--- config.mk ---
export PLATFORM = sky130hd
export DESIGN_NAME = sdp_sequencer
export DESIGN_NICKNAME = d
export VERILOG_FILES = /design/src/rtl/sdp_pkg.sv /design/src/rtl/sdp_cmd_decoder.sv /design/src/rtl/sdp_lockout.sv /design/src/rtl/sdp_id_rom.sv /design/src/rtl/sdp_sequencer.sv
export SDC_FILE = /design/constraint.sdc
export NUM_CORES = 1
export LEC_CHECK = 0
export ABC_AREA = 1
export CAP_MARGIN = 20
export CELL_PAD_IN_SITES_DETAIL_PLACEMENT = 2
export CELL_PAD_IN_SITES_GLOBAL_PLACEMENT = 2
export CORE_UTILIZATION = 30
export CTS_CLUSTER_DIAMETER = 120
export DETAILED_ROUTE_END_ITERATION = 10
export DONT_BUFFER_PORTS = 1
export PLACE_DENSITY_LB_ADDON = 0.08
export SLEW_MARGIN = 20
export SYNTH_ARGS = -nofsm -noshare
export SYNTH_HDL_FRONTEND = slang
export SYNTH_HIERARCHICAL = 1
export SYNTH_SLANG_ARGS = --single-unit
--- constraint.sdc ---
create_clock -name clk_i -period 3.78 [get_ports clk_i]
set_clock_uncertainty 0.05 [all_clocks]
set_input_delay 1.134 -clock clk_i [delete_from_list [all_inputs] [get_ports clk_i]]
set_output_delay 1.134 -clock clk_i [all_outputs]
set_load 0.01 [all_outputs]
--- src/rtl/sdp_pkg.sv ---
package sdp_pkg;
  typedef enum logic [2:0] {
    ST_IDLE, ST_K1, ST_K2, ST_EXT, ST_K4, ST_K5
  } seq_st_e;

  typedef struct packed {
    logic write_unlock;
    logic unprotect;
    logic erase;
    logic id_enter;
    logic id_exit;
  } sdp_cmd_t;

  localparam logic [7:0] KEY_FIRST = 8'hAA;
  localparam logic [7:0] KEY_SECOND = 8'h55;
  localparam logic [7:0] FN_WRITE = 8'hA0;
  localparam logic [7:0] FN_EXT = 8'h80;
  localparam logic [7:0] FN_ID_IN = 8'h90;
  localparam logic [7:0] FN_ID_OUT = 8'hF0;
  localparam logic [7:0] FN_UNPROT = 8'h20;
  localparam logic [7:0] FN_ERASE = 8'h10;
endpackage

--- src/rtl/sdp_cmd_decoder.sv ---
module sdp_cmd_decoder
  import sdp_pkg::*;
#(
  parameter int ADDR_W = 16,
  parameter int WINDOW_CYC = 16
) (
  input  logic              clk_i,
  input  logic              rst_ni,
  input  logic              load_i,
  input  logic [ADDR_W-1:0] addr_i,
  input  logic [7:0]        data_i,
  output logic              consumed_o,
  output sdp_cmd_t          cmd_o
);
  localparam int GAP_W = $clog2(WINDOW_CYC + 1);
  localparam logic [ADDR_W-1:0] ADDR_A = ADDR_W'(16'h5555);
  localparam logic [ADDR_W-1:0] ADDR_B = ADDR_W'(16'h2AAA);

  seq_st_e st_q, st_d;
  logic [GAP_W-1:0] gap_q;
  logic gap_hit, at_a, is_k1, is_k2, brk;

  assign at_a    = addr_i == ADDR_A;
  assign is_k1   = at_a && data_i == KEY_FIRST;
  assign is_k2   = addr_i == ADDR_B && data_i == KEY_SECOND;
  assign gap_hit = gap_q == GAP_W'(WINDOW_CYC - 1);

  always_comb begin
    st_d       = st_q;
    consumed_o = 1'b0;
    cmd_o      = '0;
    brk        = 1'b0;
    if (load_i) begin
      case (st_q)
        ST_IDLE: brk = 1'b1;
        ST_K1: begin
          if (is_k2) begin st_d = ST_K2; consumed_o = 1'b1; end
          else brk = 1'b1;
        end
        ST_K2: begin
          if (!at_a) brk = 1'b1;
          else begin
            consumed_o = 1'b1;
            st_d = ST_IDLE;
            case (data_i)
              FN_WRITE:  cmd_o.write_unlock = 1'b1;
              FN_ID_IN:  cmd_o.id_enter = 1'b1;
              FN_ID_OUT: cmd_o.id_exit = 1'b1;
              FN_EXT:    st_d = ST_EXT;
              default: begin consumed_o = 1'b0; brk = 1'b1; end
            endcase
          end
        end
        ST_EXT: begin
          if (is_k1) begin st_d = ST_K4; consumed_o = 1'b1; end
          else brk = 1'b1;
        end
        ST_K4: begin
          if (is_k2) begin st_d = ST_K5; consumed_o = 1'b1; end
          else brk = 1'b1;
        end
        ST_K5: begin
          if (at_a && data_i == FN_UNPROT) begin
            cmd_o.unprotect = 1'b1; consumed_o = 1'b1; st_d = ST_IDLE;
          end else if (at_a && data_i == FN_ERASE) begin
            cmd_o.erase = 1'b1; consumed_o = 1'b1; st_d = ST_IDLE;
          end else brk = 1'b1;
        end
        default: brk = 1'b1;
      endcase
      // breaking byte is re-examined as the start of a fresh key
      if (brk) begin
        if (is_k1) begin st_d = ST_K1; consumed_o = 1'b1; end
        else st_d = ST_IDLE;
      end
    end else if (st_q != ST_IDLE && gap_hit) begin
      st_d = ST_IDLE;
    end
  end

  always_ff @(posedge clk_i or negedge rst_ni) begin
    if (!rst_ni) begin
      st_q  <= ST_IDLE;
      gap_q <= '0;
    end else begin
      st_q <= st_d;
      if (load_i || st_q == ST_IDLE) gap_q <= '0;
      else if (!gap_hit) gap_q <= gap_q + 1'b1;
    end
  end

  AST_GAP_TIMEOUT: assert property (@(posedge clk_i) disable iff (!rst_ni)
    (st_q != ST_IDLE && !load_i && gap_hit) |=> st_q == ST_IDLE);
  AST_CONSUME_NEEDS_LOAD: assert property (@(posedge clk_i) disable iff (!rst_ni)
    consumed_o |-> load_i);
  AST_CMD_ONEHOT: assert property (@(posedge clk_i) disable iff (!rst_ni)
    $onehot0(cmd_o));
endmodule

--- src/rtl/sdp_lockout.sv ---
module sdp_lockout #(
  parameter int LOCK_CYC = 30
) (
  input  logic clk_i,
  input  logic rst_ni,
  input  logic start_i,
  output logic busy_o
);
  localparam int CNT_W = $clog2(LOCK_CYC + 1);
  logic [CNT_W-1:0] cnt_q;

  always_ff @(posedge clk_i or negedge rst_ni) begin
    if (!rst_ni) cnt_q <= '0;
    else if (start_i) cnt_q <= CNT_W'(LOCK_CYC);
    else if (cnt_q != '0) cnt_q <= cnt_q - 1'b1;
  end

  assign busy_o = cnt_q != '0;

  AST_LOCK_COUNTDOWN: assert property (@(posedge clk_i) disable iff (!rst_ni)
    (cnt_q != '0 && !start_i) |=> cnt_q == $past(cnt_q) - 1'b1);
  AST_LOCK_START: assert property (@(posedge clk_i) disable iff (!rst_ni)
    start_i |=> busy_o);
endmodule

--- src/rtl/sdp_id_rom.sv ---
module sdp_id_rom #(
  parameter int ADDR_W = 16,
  parameter logic [7:0] MFR_ID = 8'hBF,
  parameter logic [7:0] DEV_ID = 8'h5D
) (
  input  logic              id_mode_i,
  input  logic [ADDR_W-1:0] rd_addr_i,
  output logic [7:0]        id_data_o
);
  always_comb begin
    id_data_o = '0;
    if (id_mode_i) begin
      if (rd_addr_i == ADDR_W'(0)) id_data_o = MFR_ID;
      else if (rd_addr_i == ADDR_W'(1)) id_data_o = DEV_ID;
    end
  end
endmodule

--- src/rtl/sdp_sequencer.sv ---
module sdp_sequencer
  import sdp_pkg::*;
#(
  parameter int ADDR_W = 16,
  parameter int WINDOW_CYC = 16,
  parameter int LOCK_CYC = 30,
  parameter logic [7:0] MFR_ID = 8'hBF,
  parameter logic [7:0] DEV_ID = 8'h5D
) (
  input  logic              clk_i,
  input  logic              rst_ni,
  input  logic              load_valid_i,
  input  logic [ADDR_W-1:0] load_addr_i,
  input  logic [7:0]        load_data_i,
  input  logic              page_done_i,
  input  logic [ADDR_W-1:0] rd_addr_i,
  output logic              data_load_o,
  output logic              write_ok_o,
  output logic              protected_o,
  output logic              erase_start_o,
  output logic              lockout_o,
  output logic              id_mode_o,
  output logic [7:0]        id_data_o
);
  logic load_eff, consumed, plain, violation;
  logic prot_q, unlock_q, id_q, erase_q;
  sdp_cmd_t cmd;

  assign load_eff = load_valid_i && !lockout_o;

  sdp_cmd_decoder #(.ADDR_W(ADDR_W), .WINDOW_CYC(WINDOW_CYC)) i_dec (
    .clk_i, .rst_ni,
    .load_i(load_eff), .addr_i(load_addr_i), .data_i(load_data_i),
    .consumed_o(consumed), .cmd_o(cmd)
  );

  assign plain       = load_eff && !consumed && !id_q;
  assign write_ok_o  = !prot_q || unlock_q;
  assign data_load_o = plain && write_ok_o;
  assign violation   = plain && !write_ok_o;

  sdp_lockout #(.LOCK_CYC(LOCK_CYC)) i_lock (
    .clk_i, .rst_ni, .start_i(violation), .busy_o(lockout_o)
  );

  sdp_id_rom #(.ADDR_W(ADDR_W), .MFR_ID(MFR_ID), .DEV_ID(DEV_ID)) i_id (
    .id_mode_i(id_q), .rd_addr_i, .id_data_o
  );

  always_ff @(posedge clk_i or negedge rst_ni) begin
    if (!rst_ni) begin
      prot_q   <= 1'b0;
      unlock_q <= 1'b0;
      id_q     <= 1'b0;
      erase_q  <= 1'b0;
    end else begin
      erase_q <= cmd.erase;
      if (cmd.write_unlock) begin
        prot_q   <= 1'b1;
        unlock_q <= 1'b1;
      end else if (cmd.unprotect) begin
        prot_q   <= 1'b0;
        unlock_q <= 1'b0;
      end else if (page_done_i) begin
        unlock_q <= 1'b0;
      end
      if (cmd.id_enter) id_q <= 1'b1;
      else if (cmd.id_exit) id_q <= 1'b0;
    end
  end

  assign protected_o   = prot_q;
  assign id_mode_o     = id_q;
  assign erase_start_o = erase_q;

  AST_WRITE_KEY_ARMS: assert property (@(posedge clk_i) disable iff (!rst_ni)
    cmd.write_unlock |=> protected_o && write_ok_o);
  AST_PROT_STICKY: assert property (@(posedge clk_i) disable iff (!rst_ni)
    (protected_o && !cmd.unprotect) |=> protected_o);
  AST_UNPROT_CLEARS: assert property (@(posedge clk_i) disable iff (!rst_ni)
    cmd.unprotect |=> !protected_o && write_ok_o);
  AST_ERASE_ONE_CYCLE: assert property (@(posedge clk_i) disable iff (!rst_ni)
    erase_start_o |=> !erase_start_o);
  AST_NO_LOAD_IN_LOCKOUT: assert property (@(posedge clk_i) disable iff (!rst_ni)
    lockout_o |-> !data_load_o);
  AST_ID_BLANK: assert property (@(posedge clk_i) disable iff (!rst_ni)
    !id_mode_o |-> id_data_o == 8'h00);
endmodule

Yosys cells after proc, flatten, opt, wreduce, memory -nomap -nowiden
Cells that the tools add are included.
W data, S select, Z words.
- add/sub/neg operators: 2
- muxes and demuxes: 55
- equal/unequal tests: 24
- reductions and logical operators: 29
- operators by type and width (operator ; number):
    $eq A8 B8 Y1 const B ; 5
    $mux W1 ; 31
    $mux W3 ; 9
    $mux W5 ; 5
    $eq A16 B1 Y1 const B ; 1
    $eq A16 B14 Y1 const B ; 1
    $eq A16 B15 Y1 const B ; 1
    $logic_not A16 Y1 ; 1
    $mux W8 ; 2
    $ne A4 B4 Y1 const B ; 4
    $pmux W3 S5 ; 1
    $logic_and A1 B1 Y1 ; 10
    $eq A8 B5 Y1 const B ; 1
    $eq A8 B6 Y1 const B ; 1
    $eq A8 B7 Y1 const B ; 1
    $mux W2 ; 4
    $pmux W1 S4 ; 2
    $reduce_bool A2 Y1 ; 4
    $mux W7 ; 1
    $ne A7 B7 Y1 const B ; 1
    $reduce_and A7 Y1 ; 1
    $eq A3 B2 Y1 const B ; 2
    $eq A3 B3 Y1 const B ; 2
    $reduce_bool A3 Y1 ; 2
    other kinds (12) ; 17
- flip-flop bits (word level): 17
- input port bits: 44
- logic and storage cells: 117
- output and inout bits: 14

Longest topological paths before layout
- depth after elaboration: 13
- gate-level depth with buffers: 18
- mapped depth without buffers: 18

Cells and area by module
The synthesis kept the hierarchy.
- modules (own cells, without submodules) (module ; sequential area each (sq um) ; area an instance (sq um) ; cells an instance ; instances):
    sdp_cmd_decoder ; 200.2 ; 1074.8 ; 190 ; 1
    sdp_lockout ; 125.1 ; 259.0 ; 32 ; 1
    sdp_sequencer ; 100.1 ; 188.9 ; 20 ; 1
    sdp_id_rom ; 0.0 ; 127.6 ; 27 ; 1

Worst setup path after synthesis
No wires, ideal clock.
- path kind: input to output
- start point: input load_addr_i[5]
- end point: output data_load_o
- data required time: 2.596 ns
- stages on the path: 15
- setup slack: 0.324 ns
- buffers on the path: 0
- arrival: 2.272 ns
- cell sequence: inv_1 > nand2_1 > nor2_1 > nand2_1 > nor2_4 > nand2_1 > nand2_1 > nand2_1 > inv_2 > nand3_2 > nand2_1 > a21oi_1 > nor2_1 > nand2_2 > nor2_2
- cells in the longest elaborated chain, start to end: 12
- elaborated cells on any way between the ends: 26
- classes of those cells: eq/ne (2); mux (16); reduce/logical (8)
- RTL lines (item ; RTL line ; RTL):
    from (decl) ; sdp_sequencer.sv:13 ; input logic [ADDR_W-1:0] load_addr_i,
    $eq A16 B15 Y1 ; sdp_cmd_decoder.sv:23 ; assign at_a = addr_i == ADDR_A;
    $logic_and A1 B1 Y1 ; sdp_cmd_decoder.sv:65 ; end else if (at_a && data_i == FN_ERASE) begin
    $mux W1 ; sdp_cmd_decoder.sv:65 ;
    $mux W1 ; sdp_cmd_decoder.sv:63 ; if (at_a && data_i == FN_UNPROT) begin
    $pmux W1 S4 ; sdp_cmd_decoder.sv:34 ; case (st_q)
    $mux W1 (on tied branches) ; sdp_cmd_decoder.sv:73, sdp_cmd_decoder.sv:33 ;
    $mux W1 (*) ; sdp_cmd_decoder.sv:72 ; if (brk) begin
    $mux W1 (*) ; sdp_cmd_decoder.sv:33 ; if (load_i) begin
    via consumed ; sdp_sequencer.sv:25 ; logic load_eff, consumed, plain, violation;
    $logic_not A1 Y1 (*) ; sdp_sequencer.sv:37 ; assign plain = load_eff && !consumed && !id_q;
    $logic_and A1 B1 Y1 (*) (2 in a row) ; sdp_sequencer.sv:37 ;
    $logic_and A1 B1 Y1 (*) ; sdp_sequencer.sv:39 ; assign data_load_o = plain && write_ok_o;
    to (decl) ; sdp_sequencer.sv:17 ; output logic data_load_o,
Mark *: on every way through the listed nets, which the timed path passes. The rest lies on a longest branch. The select of a mux whose other input is x is not followed.

Worst setup path after layout
- start point: input load_addr_i[13]
- end point: output data_load_o
The elaborated chain is that of the path after synthesis.

==> results.json <==
{
  "holdWs_ns": 0.428,
  "max_freq_mhz": 277,
  "grt_max_degree": 18,
  "endpoint": "data_load_o",
  "finalCriticalPeriod_ns": 3.61,
  "drt-total-wl_mm": 4.51,
  "portBuffers": 0,
  "synth.avg_cell_area_um2": 6.14,
  "reg2reg_slack_ns": 1.40,
  "crit_path_end_kind": "primary output",
  "ys_seq_area_share_pct": 25.8,
  "placed_cells": 335,
  "clock_power_share_pct": 39.8,
  "mostFrequentLayoutCell": "nand2_1",
  "startpoint_type": "input pin",
  "grt_antenna_before_repair": 0,
  "hpwl_mm": 3.91,
  "vias": 1662,
  "rsz0062_at_grt": "false",
  "p_sw_mw": 0.0931,
  "finalNetCount": 318,
  "area_delta_synth_final_pct": 6.90,
  "antenna_cells": 0,
  "crit_arrival_ns": 2.43,
  "die_area_mm2": 0.00580,
  "dieWidth_um": 76.2,
  "fin_cells": 339,
  "wl_per_cell_um": 13.3,
  "required_ns": 2.60,
  "cts-root-buf": "clkbuf_8",
  "htreeDepth": 1,
  "insertion_delay_ns": 0.26,
  "r2r_end": "id_mode_o",
  "powerDensity_mw_per_mm2": 205,
  "power_frac_comb_pct": 9.8,
  "stdcell_area_mm2": 0.00176,
  "r2r-start": "i_lock/cnt_q[0]",
  "layout_setup_ws_ns": 0.168,
  "rr_worst_depth": 9,
  "cts_max_path_buffers": 2,
  "irDropWorstVdd_uv": 118,
  "worst_pin_slew_ns": 0.541,
  "overflow": 0,
  "final_cell_mix": "71 x nand2_1, 43 x inv_1, 42 x nor2_1",
  "start_util_pct": 31.7,
  "yosysWarnings": 6,
  "grt.total_usage_pct": 17.1,
  "drcViolationCount": 0,
  "fin_tns_setup_ns": 0,
  "place_congestion": 0.809,
  "cp_max_fo": 4,
  "clock_sinks": 17,
  "status": "completed",
  "drt_pre_antenna_iters": 4,
  "synth_area_mm2": 0.00165,
  "die_y_um": 76.2,
  "min_path_type": "register to register",
  "placed_cell_area_mm2": 0.00171,
  "ant_nets": 0,
  "cts_setup_buffers": 0,
  "internal_power_mw": 0.268,
  "place_ws_ns": 0.103,
  "cp-startpoint": "load_addr_i[13]",
  "p_leak_nw": 0.844,
  "drtIter0Drc": 32,
  "syn_nets": 317,
  "max_slew_margin_pct": 63.8,
  "swShare_pct": 25.8,
  "maxCapViolCount": 0,
  "core_area_mm2": 0.00520,
  "drive_gt1_share_pct": 15.6,
  "viasPerCell": 4.90,
  "synth_cell_types": 27,
  "cts.hold.buffers_added": 0,
  "cts_tree": "built",
  "crit_type": "input pin to primary output",
  "cts_buffers": 3,
  "report.final.slew_viol_count": 0,
  "synth_seq_cells": 17,
  "grt_pass1_wl_mm": 8.12,
  "grt_pass1_vias": 1807,
  "finalSetupViolCount": 0,
  "cts_resized": 0,
  "netlist_instances": 269,
  "ios": 58,
  "fin_util_pct": 33.9,
  "hold_violations": 0,
  "clkTransAtPathRegs_ns": 0.08,
  "post-route-period-util_pct": 95.6,
  "p_seq_share_pct": 50.5,
  "power_mw": 0.361,
  "rows": 26
}
==> synth_stat cells <==
library cell / instances / share of area [%]
o21ai_1: 7 / 2.1
buf_4: 5 / 2.3
a21oi_1: 5 / 1.5
o21ai_0: 2 / 0.61
nand4_1: 7 / 2.7
clkinv_1: 1 / 0.23
nand3_1: 14 / 4.2
or2_1: 1 / 0.38
xnor2_1: 1 / 0.53
nor2_4: 8 / 5.5
o22ai_1: 1 / 0.38
nand2_2: 6 / 2.3
inv_2: 8 / 1.8
nor2_1: 43 / 9.8
dfrtp_1: 17 / 26
nand2_1: 72 / 16
a31oi_2: 1 / 0.76
nand3_2: 4 / 2.4
ha_1: 4 / 3.0
nor4_1: 1 / 0.38
o21bai_1: 2 / 0.91
and3_1: 1 / 0.38
a31oi_1: 2 / 0.76
a21oi_4: 1 / 0.99
nor2_2: 7 / 2.7
nor3_1: 5 / 1.5
inv_1: 43 / 9.8
==> cell families after synthesis <==
kind of cell	Yosys count	synth area share (%)
xor+xnor	1	0.531
fa+ha+maj	4	3.03
simple gates	169	48.5
compound gates	21	8.04
buf+inv	57	14.1
flops	17	25.8
==> layout make-up <==
type	instances	area, µm²
fillers	677	3440
clock inverters	1	5.00
flip-flops and latches	17	425
multi-input cells	195	1000
well taps	70	87.6
repair buffers	1	7.51
inverters	52	195
clock buffers	3	41.3
==> per-layer routing <==
| layer | up-vias | wire length, µm | global-route usage, % |
|---|---|---|---|
| met5 | - | 0 | 0 |
| met4 | 0 | 8 | 2.31 |
| met3 | 2 | 194 | 3.35 |
| met2 | 40 | 2100 | 29.3 |
| met1 | 798 | 2210 | 22.7 |
| li1 | 822 | - | - |
==> worst min path at each step <==
stage	startpoint	to	slack, ns	depth (start not counted)
global placement	i_dec/gap_q[3]	i_dec/gap_q[3]	0.41	1
floorplan	i_dec/gap_q[3]	i_dec/gap_q[3]	0.38	1
detailed placement	i_dec/gap_q[3]	i_dec/gap_q[3]	0.42	1
finish	i_dec/gap_q[3]	i_dec/gap_q[3]	0.43	1
CTS	i_dec/gap_q[3]	i_dec/gap_q[3]	0.43	1
global route	rst_ni	erase_start_o	0.49	0
==> flip-flops by register name, summed over array words and instances, names as in the netlist <==
| signal | flops |
|---|---|
| protected_o | 1 |
| id_mode_o | 1 |
| unlock_q | 1 |
| i_lock/cnt_q | 5 |
| i_dec/st_q | 3 |
| erase_start_o | 1 |
| i_dec/gap_q | 5 |
==> power groups by stage <==
stage	clock, mW	sequential, mW	combinational (mW)
2_1_floorplan	0	0.186	0.0289
3_3_place_gp	0	0.186	0.0348
3_5_place_dp	0	0.186	0.0357
4_1_cts	0.149	0.182	0.0359
5_1_grt	0.156	0.182	0.0414
6_report	0.144	0.182	0.0352
==> worst max-delay path, cell delays in order <==
cell,delay (ns)
inv_1,0.05
nand2_1,0.05
nor2_1,0.11
nand2_2,0.09
nor2_4,0.17
nand2_1,0.07
nand2_1,0.06
nand2_1,0.06
inv_2,0.06
nand3_2,0.07
nand2_1,0.09
a21oi_1,0.07
nor2_1,0.13
nand2_2,0.10
nor2_4,0.11
(Power assumes the default switching activity.)
